<file path="config.mk">
export PLATFORM = sky130hd
export DESIGN_NAME = xbus_wait_ctrl
export DESIGN_NICKNAME = d
export VERILOG_FILES = /design/src/rtl/xbus_pkg.sv /design/src/rtl/xbus_ack_sync.sv /design/src/rtl/xbus_wait_seq.sv /design/src/rtl/xbus_pad_ctrl.sv /design/src/rtl/xbus_wait_ctrl.sv
export SDC_FILE = /design/constraint.sdc
export NUM_CORES = 1
export LEC_CHECK = 0
export ABC_AREA = 0
export BUFFER_PORTS_ARGS = -buffer_cell sky130_fd_sc_hd__buf_4
export CAP_MARGIN = 20
export CORE_ASPECT_RATIO = 0.7
export CORE_MARGIN = 2
export CORE_UTILIZATION = 35
export CTS_CLUSTER_SIZE = 20
export DETAILED_ROUTE_END_ITERATION = 12
export PLACE_DENSITY = 0.73
export SLEW_MARGIN = 0
export SYNTH_ARGS = -nofsm -noshare
export SYNTH_HDL_FRONTEND = slang
export SYNTH_SLANG_ARGS = --single-unit
</file>
<file path="constraint.sdc">
create_clock -name clk -period 2 [get_ports clk]
set_input_delay 0 -clock clk [delete_from_list [all_inputs] [get_ports clk]]
set_output_delay 0 -clock clk [all_outputs]
set_load 0.1 [all_outputs]
</file>
<file path="src/rtl/xbus_pkg.sv">
// Package: shared types of the external bus wait-state controller.
// Assumes: nothing beyond a synthesizable enum encoding.
package xbus_pkg;

    // Phase of the external bus cycle sequencer.
    typedef enum logic [1:0] {
        PH_IDLE   = 2'd0,  // waiting for a request
        PH_STROBE = 2'd1,  // strobe low, counting waits
        PH_GAP    = 2'd2   // one idle clock, done pulse
    } xbus_phase_e;

endpackage

</file>
<file path="src/rtl/xbus_ack_sync.sv">
// Module: xbus_ack_sync
// Turns the active-low external acknowledge into an active-high hit.
// In direct mode the raw pin is used as-is. In synchronized mode it
// passes through a STAGES-deep flop chain first.
// Assumes: STAGES >= 1; the direct path is only used with a pin that
// meets setup timing to clk.
module xbus_ack_sync #(
    parameter int STAGES = 2
) (
    input  logic clk,
    input  logic rst_n,
    input  logic ack_n,
    input  logic use_sync,
    output logic ack_hit
);

    logic [STAGES-1:0] chain_q;

    generate
        if (STAGES == 1) begin : g_single
            // Single capture flop.
            always_ff @(posedge clk) begin
                if (!rst_n) chain_q <= '0;
                else        chain_q <= ~ack_n;
            end
        end else begin : g_chain
            // Shift the inverted pin through the chain.
            always_ff @(posedge clk) begin
                if (!rst_n) chain_q <= '0;
                else        chain_q <= {chain_q[STAGES-2:0], ~ack_n};
            end
        end
    endgenerate

    // Select the raw or the synchronized acknowledge.
    always_comb begin
        ack_hit = use_sync ? chain_q[STAGES-1] : ~ack_n;
    end

endmodule

</file>
<file path="src/rtl/xbus_wait_seq.sv">
// Module: xbus_wait_seq
// Cycle sequencer. It accepts a request while idle and holds the strobe
// phase until the latched minimum wait count is met and, for a non-zero
// count, an acknowledge has been seen. It then spends one gap clock
// with done high, capturing read data on the terminating edge.
// Assumes: the core waits for done before the next request.
module xbus_wait_seq
    import xbus_pkg::*;
#(
    parameter int DATA_W = 8,
    parameter int WS_W   = 4
) (
    input  logic              clk,
    input  logic              rst_n,
    input  logic              req_valid,
    input  logic              req_write,
    input  logic [WS_W-1:0]   wait_min,
    input  logic              standby,
    input  logic              ack_hit,
    input  logic [DATA_W-1:0] data_in,
    output logic              accept,
    output logic              in_strobe,
    output logic              cyc_write,
    output logic              done,
    output logic [DATA_W-1:0] rdata
);

    xbus_phase_e       phase_q;
    logic [WS_W-1:0]   cnt_q;
    logic [WS_W-1:0]   wmin_q;
    logic              wr_q;
    logic              ack_seen_q;
    logic              done_q;
    logic [DATA_W-1:0] rdata_q;
    logic              min_met;
    logic              finish;

    // Decode when the request is taken and when the strobe may end.
    always_comb begin
        accept  = (phase_q == PH_IDLE) && req_valid && !standby;
        min_met = (cnt_q >= wmin_q);
        finish  = (phase_q == PH_STROBE) && min_met &&
                  ((wmin_q == '0) || ack_seen_q);
    end

    // Phase register and cycle bookkeeping.
    always_ff @(posedge clk) begin
        if (!rst_n) begin
            phase_q    <= PH_IDLE;
            cnt_q      <= '0;
            wmin_q     <= '0;
            wr_q       <= 1'b0;
            ack_seen_q <= 1'b0;
            done_q     <= 1'b0;
        end else begin
            case (phase_q)
                PH_IDLE: begin
                    done_q <= 1'b0;
                    if (accept) begin
                        phase_q    <= PH_STROBE;
                        cnt_q      <= '0;
                        wmin_q     <= wait_min;
                        wr_q       <= req_write;
                        ack_seen_q <= 1'b0;
                    end
                end
                PH_STROBE: begin
                    if (finish) begin
                        phase_q <= PH_GAP;
                        done_q  <= 1'b1;
                    end else begin
                        if (!min_met) cnt_q <= cnt_q + 1'b1;
                        ack_seen_q <= ack_seen_q | ack_hit;
                    end
                end
                PH_GAP: begin
                    phase_q <= PH_IDLE;
                    done_q  <= 1'b0;
                end
                default: begin
                    phase_q <= PH_IDLE;
                    done_q  <= 1'b0;
                end
            endcase
        end
    end

    // Read data capture on the edge that ends a read strobe.
    always_ff @(posedge clk) begin
        if (!rst_n)              rdata_q <= '0;
        else if (finish && !wr_q) rdata_q <= data_in;
    end

    // Output decode from the registered state.
    always_comb begin
        in_strobe = (phase_q == PH_STROBE);
        cyc_write = wr_q;
        done      = done_q;
        rdata     = rdata_q;
    end

endmodule

</file>
<file path="src/rtl/xbus_pad_ctrl.sv">
// Module: xbus_pad_ctrl
// Pin-side logic: holds the address and write data latched at accept,
// forms the active-low strobes and the output enables.
// Assumes: in_strobe and cyc_write come from registers, so the strobes
// do not glitch.
module xbus_pad_ctrl #(
    parameter int ADDR_W = 18,
    parameter int DATA_W = 8
) (
    input  logic              clk,
    input  logic              rst_n,
    input  logic              accept,
    input  logic [ADDR_W-1:0] req_addr,
    input  logic [DATA_W-1:0] req_wdata,
    input  logic              standby,
    input  logic              in_strobe,
    input  logic              cyc_write,
    output logic [ADDR_W-1:0] bus_addr,
    output logic              rd_n,
    output logic              wr_n,
    output logic              ctl_oe,
    output logic [DATA_W-1:0] data_out,
    output logic              data_oe
);

    logic [ADDR_W-1:0] addr_q;
    logic [DATA_W-1:0] wdata_q;
    logic              oe_q;

    // Address and write data: loaded at accept, held otherwise.
    always_ff @(posedge clk) begin
        if (!rst_n) begin
            addr_q  <= '0;
            wdata_q <= '0;
        end else if (accept) begin
            addr_q  <= req_addr;
            wdata_q <= req_wdata;
        end
    end

    // Pin enable follows standby one clock later; off in reset.
    always_ff @(posedge clk) begin
        if (!rst_n) oe_q <= 1'b0;
        else        oe_q <= !standby;
    end

    // Strobes and data enable from the sequencer phase.
    always_comb begin
        bus_addr = addr_q;
        data_out = wdata_q;
        rd_n     = !(in_strobe && !cyc_write);
        wr_n     = !(in_strobe && cyc_write);
        ctl_oe   = oe_q;
        data_oe  = oe_q && in_strobe && cyc_write;
    end

endmodule

</file>
<file path="src/rtl/xbus_wait_ctrl.sv">
// Module: xbus_wait_ctrl (top)
// External static-memory bus controller with programmable minimum wait
// states and an acknowledge that can stretch a cycle without limit.
// Assumes: synchronous active-low reset; one request per done.
module xbus_wait_ctrl #(
    parameter int ADDR_W      = 18,
    parameter int DATA_W      = 8,
    parameter int WS_W        = 4,
    parameter int SYNC_STAGES = 2
) (
    input  logic              clk,
    input  logic              rst_n,
    input  logic              req_valid,
    input  logic              req_write,
    input  logic [ADDR_W-1:0] req_addr,
    input  logic [DATA_W-1:0] req_wdata,
    input  logic [WS_W-1:0]   wait_min,
    input  logic              ack_n,
    input  logic              ack_async,
    input  logic              standby,
    output logic [ADDR_W-1:0] bus_addr,
    output logic              rd_n,
    output logic              wr_n,
    output logic              ctl_oe,
    output logic [DATA_W-1:0] data_out,
    output logic              data_oe,
    input  logic [DATA_W-1:0] data_in,
    output logic [DATA_W-1:0] rdata,
    output logic              done
);

    logic ack_hit;
    logic accept;
    logic in_strobe;
    logic cyc_write;

    xbus_ack_sync #(.STAGES(SYNC_STAGES)) u_ack (
        .clk      (clk),
        .rst_n    (rst_n),
        .ack_n    (ack_n),
        .use_sync (ack_async),
        .ack_hit  (ack_hit)
    );

    xbus_wait_seq #(.DATA_W(DATA_W), .WS_W(WS_W)) u_seq (
        .clk       (clk),
        .rst_n     (rst_n),
        .req_valid (req_valid),
        .req_write (req_write),
        .wait_min  (wait_min),
        .standby   (standby),
        .ack_hit   (ack_hit),
        .data_in   (data_in),
        .accept    (accept),
        .in_strobe (in_strobe),
        .cyc_write (cyc_write),
        .done      (done),
        .rdata     (rdata)
    );

    xbus_pad_ctrl #(.ADDR_W(ADDR_W), .DATA_W(DATA_W)) u_pad (
        .clk       (clk),
        .rst_n     (rst_n),
        .accept    (accept),
        .req_addr  (req_addr),
        .req_wdata (req_wdata),
        .standby   (standby),
        .in_strobe (in_strobe),
        .cyc_write (cyc_write),
        .bus_addr  (bus_addr),
        .rd_n      (rd_n),
        .wr_n      (wr_n),
        .ctl_oe    (ctl_oe),
        .data_out  (data_out),
        .data_oe   (data_oe)
    );

endmodule

</file>
# Word level (Yosys, flattened, before mapping)
# Index checks and enable logic that the tools add are counted.
dict set report totals {
  ff_bits 50
  latch_bits 0
  ramBits 0
  mem_bits_ro 0
  in_bits 45
  output_inout_bits 39
  word_cells 53
  mem_count 0
}
dict set report classes {
  n_addsub 1
  multipliers 0
  div_mod_pow 0
  n_lt_le_gt_ge 1
  n_eq_ne 5
  shifts 0
  muxes 11
  n_bitwise 2
  reduce_logical 22
}
# op count
set ops {}
lappend ops {{$mux W4} 3}
lappend ops {{$logic_and A1 B1 Y1} 9}
lappend ops {{$ne A2 B2 Y1 const B} 4}
lappend ops {{$pmux W4 S2} 1}
lappend ops {{$reduce_and A2 Y1} 3}
lappend ops {{$add A4 B1 Y4 const B} 1}
lappend ops {{$ge A4 B4 Y1} 1}
lappend ops {{$logic_not A1 Y1} 4}
lappend ops {{$logic_not A4 Y1} 1}
lappend ops {{$mux W2} 2}
lappend ops {{$pmux W2 S2} 1}
lappend ops {{$reduce_and A4 Y1} 1}
lappend ops {{$mux W1} 3}
lappend ops {{$reduce_and A3 Y1} 1}
lappend ops {{$eq A2 B1 Y1 const B} 1}
lappend ops {{$logic_not A2 Y1} 1}
lappend ops {{$pmux W1 S2} 1}
lappend ops {{$reduce_bool A2 Y1} 1}
lappend ops {{$logic_or A1 B1 Y1} 1}
lappend ops {{$not A1 Y1} 1}
lappend ops {{$or A1 B1 Y1} 1}

# Longest topological paths before layout
# Gate-level depths: netlist of the first run.
dict set report logic_depth {
  word_depth 5
  ltp_mapped 6
  depth_no_buf 6
}

# By module
# A second synthesis of the first run with hierarchy kept.
dict set report hier_totals {
  hier_cells 209
  area_unflattened_um2 2130.8
}
# mod instances cells_per_inst area_each_um2 seq_area_each_um2
set modules_own_cells {}
lappend modules_own_cells {xbus_pad_ctrl 1 88 1044.8 540.5}
lappend modules_own_cells {xbus_wait_seq 1 115 1024.7 420.4}
lappend modules_own_cells {xbus_ack_sync 1 6 61.3 40.0}

# Worst setup path after synthesis of the first run
# Ideal clock, no wire load.
dict set report synth_timing {
  kind {reg-to-output}
  startpoint {register u_pad.oe_q, in the netlist u_pad.ctl_oe}
  endpoint {output data_oe}
  arrival_time_ps 1847
  t_required_ps 2000
  setup_slack_ps 153
  path_stages_with_launch 2
  path_buffers 0
  cell_sequence {dfxtp_1 -> and3_1}
}
dict set report synth_between {
  elab_chain_cells 2
}
# item line_no
set synth_lines {}
lappend synth_lines {{from (decl)} xbus_pad_ctrl.sv:28} ;# logic oe_q;
lappend synth_lines {{from (signal assigned)} xbus_pad_ctrl.sv:44} ;# else oe_q <= !standby;
lappend synth_lines {{$logic_and A1 B1 Y1 (2 in a row)} xbus_pad_ctrl.sv:54} ;# data_oe = oe_q && in_strobe && cyc_write;
lappend synth_lines {{to (decl)} xbus_wait_ctrl.sv:26} ;# output logic data_oe,
# No other way between the ends.

# Final worst setup path of the first run
dict set report layout_timing {
  startpoint {register u_seq.cnt_q[0]}
  endpoint {register u_seq.rdata_q[0], in the netlist u_seq.rdata[0]}
}
dict set report layout_between {
  elab_chain_cells 4
}
# item line_no
set layout_lines {}
lappend layout_lines {{from (decl)} xbus_wait_seq.sv:29} ;# logic [WS_W-1:0] cnt_q;
lappend layout_lines {{from (signal assigned)} xbus_wait_seq.sv:72} ;# if (!min_met) cnt_q <= cnt_q + 1'b1;
lappend layout_lines {{$ge A4 B4 Y1} xbus_wait_seq.sv:41} ;# min_met = (cnt_q >= wmin_q);
lappend layout_lines {{$logic_and A1 B1 Y1 (2 in a row)} xbus_wait_seq.sv:42} ;# finish = (phase_q == PH_STROBE) && min_met &&
lappend layout_lines {{$logic_and A1 B1 Y1} xbus_wait_seq.sv:91} ;# else if (finish && !wr_q) rdata_q <= data_in;
lappend layout_lines {{to (signal assigned)} xbus_wait_seq.sv:91}
lappend layout_lines {{to (decl)} xbus_wait_seq.sv:34} ;# logic [DATA_W-1:0] rdata_q;
# No other way between the ends.
# A chain may end at the register's enable or synchronous reset.

==> reports/results.tsv, run 1 <==
stage	metric	value	unit
power_and_ir_drop	p_sw_share	33.8	%
worst_setup_path	path_class	reg -> reg	
yosys	syn_area	0.00205	sq mm
power_and_ir_drop	combPwrFrac	28.3	%
yosys	synth_ff_type	dfxtp_1	
routing	ant_nets	0	
clock_tree	htree_levels	2	
worst_setup_path	worstPathMaxFanout	5	
sta	worst_slew_pin_slew	0.580	ns
routing	initialDrtViolationCount	46	
yosys	synth.area.top_cells	dfxtp_1 49%, nand2_1 16%, a21boi_0 9.5%	
clock_tree	cts_tree	yes	
sta	period_share	97.1	%
yosys	syn_nets	284	
hold_path	min_to	u_seq.ack_seen_q	
cells_and_area	synthToLayoutAreaGrowth	60.2	%
yosys	synth.distinct_cells	27	
grt	grt_pass1_vias	1890	
die	die_w	95.6	um
die	die_h	68.1	um
power_and_ir_drop	p_per_area	693	mW/mm^2
power_and_ir_drop	pwr-share-clk	24.8	%
clock_tree	clk_pin_slew	0.09	ns
die	rows	23	
run	drv_cap	0	
cells_and_area	fin_nets	408	
place	port_buffers	83	
power_and_ir_drop	p_seq_share	46.9	%
sta	max_freq	515	MHz
clock_tree	numCtsBuffers	5	
power_and_ir_drop	ir_drop	0.383	mV
yosys	synth_top_cell_area_share	48.7	%
worst_setup_path	critPathCaptureType	register	
die	num_io_pins	84	
sta	min_period	1.94	ns
hold_path	hold_depth	4	
routing	wl_per_cell	12.2	um
worst_setup_path	r2r-start	u_seq.cnt_q[0]	
place	placed_area	0.00276	sq mm
yosys	syn_avg_cell_area	8.78	sq um
cells_and_area	stdcell_area	0.00329	sq mm
place	dp_hpwl	3330	um
grt	grt_usage	16.8	%
power_and_ir_drop	switchingPower	0.771	mW
sta	setup_viol	0	
routing	drt_pass1_iterations	4	
routing	routed_wl	5270	um
yosys	synth_warnings	0	
sta	setup_ws	0.0572	ns
routing	avgViaCountPerCell	4.51	
place	placedCellCount	381	
power_and_ir_drop	finalPower	2.28	mW
clock_tree	clock_path_buffers	2	
clock_tree	clkLatencyLatePin	0.30	ns
die	start_util	36.1	%
place	gp_congestion	0.802	
die	dieArea	0.00651	sq mm
power_and_ir_drop	p_leak	1.42	nW
grt	grt_max_degree	32	
clock_tree	clockRootBuffer	clkbuf_8	
cells_and_area	finish.utilization	57.8	%
sta	finalHoldViolCount	0	
run_status	status	complete, no violations	
worst_setup_path	crit_arrival	2.13	ns
routing	drc	0	
worst_setup_path	required	2.19	ns
clock_tree	cts.sinks	50	
sta	finalClockSkew	0.00470	ns
hold_path	min_from	ack_async	
yosys	synth-seq-cells	50	
grt	gr-total-overflow	0	
sta	slew_headroom	61.1	%
cells_and_area	drive_above_1_share	29.1	%
yosys	synthCells	234	
yosys	yosys-top-cells-count	88 x nand2_1, 50 x dfxtp_1, 26 x a21boi_0, 14 x clkbuf_1, 12 x mux2i_1	
hold_path	hp-class	in -> reg	
yosys	async_flop_share	0	%
yosys	seq_area_frac_synth	48.7	%
yosys	synth-edff-count	0	
worst_setup_path	r2r_cells	8	
cells_and_area	insertedDiodeCount	0	
worst_setup_path	cp-start-kind	register	
worst_setup_path	r2r_slack	0.06	ns
grt	grt_pass1_wl	8490	um
power_and_ir_drop	p_int	1.51	mW
cells_and_area	final_cells	433	
sta	final_max_slew_viol_count	0	
routing	via_count	1953	
worst_setup_path	reg2reg_to	u_seq.rdata[0]	
yosys	synth_top_cell_by_area	dfxtp_1	
die	core-area	0.00570	sq mm
yosys	yosysMostFrequentCell	nand2_1	
grt	antenna_found_initial	0	
place	pre_cts_ws	-0.00490	ns
final cells by class:
class | instances | area, sq um
clock buffer | 6 | 72.6
clock inverter | 1 | 7.51
fill | 491 | 2410
inverter | 4 | 15.0
multi-input combinational | 166 | 1000
sequential | 50 | 1000
tap | 75 | 93.8
timing repair buffer | 131 | 1100
per-stage QoR:
| step | setup TNS [ns] | hold WS [ns] |
|---|---|---|
| after CTS | -0.000224 | 0.0702 |
| after floorplan | 0 | 0.0716 |
| after detailed placement | -0.00490 | 0.167 |
| after global placement | 0 | 0.167 |
| after global routing | -0.144 | 0.0892 |
| final | 0 | 0.0658 |
metal layers:
layer	share of wire [%]	GRT usage, %
met2	46	28.0
met3	6.5	5.18
met4	0.87	4.82
met1	46	21.3
met5	0	0
state kept, by name, summed over array words and instances (netlist names):
| name | cells |
|---|---|
| u_ack.chain_q | 2 |
| u_pad.bus_addr | 18 |
| u_pad.ctl_oe | 1 |
| u_pad.data_out | 8 |
| u_seq.ack_seen_q | 1 |
| u_seq.cnt_q | 4 |
| u_seq.cyc_write | 1 |
| u_seq.done | 1 |
| u_seq.phase_q | 2 |
| u_seq.rdata | 8 |
| u_seq.wmin_q | 4 |
worst max-delay path, cell delays in order, from the launching register on:
cell	delay (ns)
dfxtp_2	0.36
inv_1	0.06
ha_1	0.27
nand2b_4	0.15
a2111oi_4	0.45
buf_4	0.20
nor4_4	0.04
buf_4	0.18
mux2i_1	0.12
kinds of logic (layout without fill, tap and decap cells):
kind of cell               count (synthesis)  in the layout  share of synthesized area, %
AOI/OAI and AO/OA                         40             40                          15.1
muxes                                     12             12                          5.85
and+or+nand+nor                          109            109                          24.0
DFF                                       50             50                          48.7
adders and majority gates                  5              5                          3.05
buffers and inverters                     18            142                          3.29
placed cells by master (no fill, tap or decap):
cell	Yosys	routed
o21a_1	1	1
and2_1	2	2
nand2_1	88	88
clkbuf_8	0	5
ha_1	5	5
clkbuf_1	14	1
and2b_2	1	1
nand3_1	2	2
clkinvlp_4	0	1
or4b_1	1	1
o21ai_0	5	5
dfxtp_1	50	49
o21ba_2	1	1
and3_1	1	1
a21boi_0	26	26
o211ai_1	1	1
a2111oi_4	1	1
nor2_1	2	2
dfxtp_2	0	1
nand2b_1	3	2
nor4b_4	0	1
nor2b_1	2	2
a21boi_1	5	5
nor4_4	1	1
nor3_1	1	1
and4_1	1	1
buf_4	0	89
nor4_1	2	2
mux2i_1	12	12
inv_1	4	4
dlygate4sd3_1	0	41
nand2b_4	1	2
buf_12	0	1
power groups by stage:
stage,combinational (mW),sequential [mW],clock [mW]
after floorplan,0.153,1.34,0
after global placement,0.569,1.09,0
after detailed placement,0.574,1.09,0
after CTS,0.638,1.07,0.597
after global routing,0.685,1.08,0.632
final,0.646,1.07,0.566
what timing repair did:
action | in CTS | in global routing
buffers inserted | 0 | 4
setup endpoints to repair | 2 | 10
hold endpoints to repair | 41 | 0
hold buffers | 41 | 0
pin swaps | 1 | 2
cloned | 0 | 0
resized for setup | 0 | 2
how the worst max path moves through the flow:
stage / cells after the start / end / from
floorplan: 1 / data_oe / u_pad.ctl_oe
global placement: 6 / u_seq.cnt_q[1] / u_seq.cnt_q[0]
detailed placement: 6 / u_seq.cnt_q[1] / u_seq.cnt_q[0]
CTS: 6 / u_seq.rdata[0] / u_seq.cnt_q[0]
global route: 8 / u_seq.rdata[3] / u_seq.cnt_q[0]
finish: 8 / u_seq.rdata[0] / u_seq.cnt_q[0]
(Power assumes the default switching activity.)
==> inputs of run 2 (changes only) <==
==> constraint.sdc (replaced) <==
create_clock -name clk -period 2.3 [get_ports clk]
set_input_delay 0 -clock clk [delete_from_list [all_inputs] [get_ports clk]]
set_output_delay 0 -clock clk [all_outputs]
set_load 0.1 [all_outputs]
==> run 2 against run 1 <==
Clock skew fell by 0.00067 ns. Global-route usage is 0.055 points lower. Utilization fell by 0.77 points. Clock power shrank 12%. Fmax decreased by 5.1%. Combinational power is 14% lower. First-iteration DRC count up 26%. Power fell by 13%. Largest cell class unchanged.
==> reports/results.tsv, run 2 (synthesis gave the netlist of run 1 again) <==
stage	metric	value	unit
worst_setup_path	required	2.46	ns
power_and_ir_drop	p_int	1.33	mW
worst_setup_path	crit_slowest_cell	a2111oi_4	
grt	grt_pass1_vias	1907	
cells_and_area	final_common_cell	nand2_1	
clock_tree	cts.sinks	50	
sta	final_max_slew_viol_count	0	
routing	wl_met2	2510	um
sta	period_share	89.0	%
routing	avgViaCountPerCell	4.52	
cells_and_area	final_cell_mix	88 x nand2_1, 84 x buf_4, 50 x dfxtp_1	
die	die_w	95.6	um
routing	wl_per_cell	12.5	um
cells_and_area	fin_nets	403	
worst_setup_path	cp-start-kind	register	
cells_and_area	insertedDiodeCount	0	
clock_tree	clock_path_buffers	2	
routing	met1_length	2520	um
grt	gr-total-overflow	0	
place	gp_congestion	0.778	
hold_path	hp-class	in -> reg	
power_and_ir_drop	switchingPower	0.651	mW
die	die_h	68.1	um
grt	grt_max_degree	57	
power_and_ir_drop	p_sw_share	32.9	%
clock_tree	clockRootBuffer	clkbuf_8	
grt	grt_usage	16.8	%
clock_tree	cts_post_setup_buffers_inserted	0	
sta	finalClockSkew	0.00403	ns
cells_and_area	largest_reg_flops	18	
sta	min_period	2.05	ns
worst_setup_path	critPathCaptureType	register	
sta	whs	0.0768	ns
run	drv_cap	0	
grt	grt_pass1_wl	8510	um
sta	tns	0	ns
power_and_ir_drop	combPwrFrac	28.0	%
power_and_ir_drop	p_per_area	609	mW/mm^2
clock_tree	htree_levels	2	
routing	drt_pass1_iterations	4	
place	port_buffers	83	
worst_setup_path	path_class	reg -> reg	
worst_setup_path	crit_arrival	2.21	ns
cells_and_area	synthToLayoutAreaGrowth	58.1	%
sta	slew_headroom	54.2	%
routing	initialDrtViolationCount	58	
power_and_ir_drop	pwr-share-clk	25.1	%
routing	top_layer	met4	
place	dp_hpwl	3370	um
power_and_ir_drop	p_seq_share	46.9	%
die	rows	23	
sta	finalHoldViolCount	0	
power_and_ir_drop	p_leak	1.39	nW
worst_setup_path	worstPathMaxFanout	6	
routing	ant_nets	0	
sta	setup_viol	0	
routing	drc	0	
clock_tree	numCtsBuffers	5	
worst_setup_path	slowest_delay	0.53	ns
die	dieArea	0.00651	sq mm
clock_tree	clkLatencyLatePin	0.29	ns
routing	wl_met3	265	um
clock_tree	cts_tree	yes	
sta	worst_slew_pin_slew	0.681	ns
grt	antenna_found_initial	0	
die	num_io_pins	84	
worst_setup_path	crit_family	compound AO/OA/AOI/OAI gates	
worst_setup_path	crit_chain	inv_1 > ha_1 > nand2b_1 > a2111oi_4 > o21ai_0 > mux2i_1	
sta	rsz0062_at_grt	false	
routing	routed_wl	5320	um
worst_setup_path	crit_buf_inv	1	
cells_and_area	drive_above_1_share	27.6	%
sta	max_freq	489	MHz
die	core-area	0.00570	sq mm
run_status	status	complete, no violations	
routing	via_count	1931	
power_and_ir_drop	ir_drop	0.306	mV
clock_tree	clk_pin_slew	0.08	ns
die	start_util	36.1	%
[run 2: cell count changes in the layout (fill, tap and decap cells not counted), sizes merged]
cell	delta
buf	-5
clkinvlp	-1
[run 2: metal layers]
metal	global-route usage, %	vias up
met3	4.30	2
met5	0	-
li1	-	999
met2	29.5	53
met1	20.9	877
met4	3.75	0
[run 2: power groups by stage]
stage               combinational, mW  clock, mW  sequential (mW)
finish                          0.555      0.496            0.929
global placement                0.493          0            0.947
floorplan                       0.133          0             1.17
CTS                             0.554      0.519            0.929
detailed placement              0.499          0            0.948
global route                    0.586      0.546            0.934
[run 2: area by class of cell]
cell class                      instances  area, sq um
Inverter                                4         15.0
Clock buffer                            6         82.6
Tap cell                               75         93.8
Sequential cell                        50         1000
Timing Repair Buffer                  126         1060
Multi-Input combinational cell        166          995
Fill cell                             504         2450
[run 2: worst reg2reg max path, delay by kind of cell, from the launching register on]
family | cells | cell delay (ns)
compound gates | 2 | 0.83
fa+ha+maj | 1 | 0.26
buf+inv | 1 | 0.08
flops | 1 | 0.39
mux | 1 | 0.19
simple gates | 1 | 0.17
[run 2: path summary, 6_finish.rpt]
path | startpoint | end | slack [ns] | depth (start not counted)
min reg2reg | u_ack.chain_q[0] | u_ack.chain_q[1] | 0.44 | 1
max | u_seq.cnt_q[0] | u_seq.cnt_q[0] | 0.25 | 6
max reg2reg | u_seq.cnt_q[0] | u_seq.cnt_q[0] | 0.25 | 6
min | ack_async | u_seq.ack_seen_q | 0.08 | 4
[run 2: repair_timing]
action | in CTS | in global routing
hold buffers | 41 | 0
endpoints found under the hold margin | 41 | 0
resized for setup | 0 | 0
[run 2: per-stage QoR]
step,utilization [%],cells,power [mW],setup WS [ns],cell area [sq um]
after CTS,57.0,427,2.00,0.259,3250
after detailed placement,48.4,380,1.45,0.270,2760
after global placement,48.4,380,1.44,0.375,2760
after global routing,57.0,427,2.07,0.114,3250
after floorplan,-,234,1.30,0.453,2050
final,57.0,427,1.98,0.253,3250
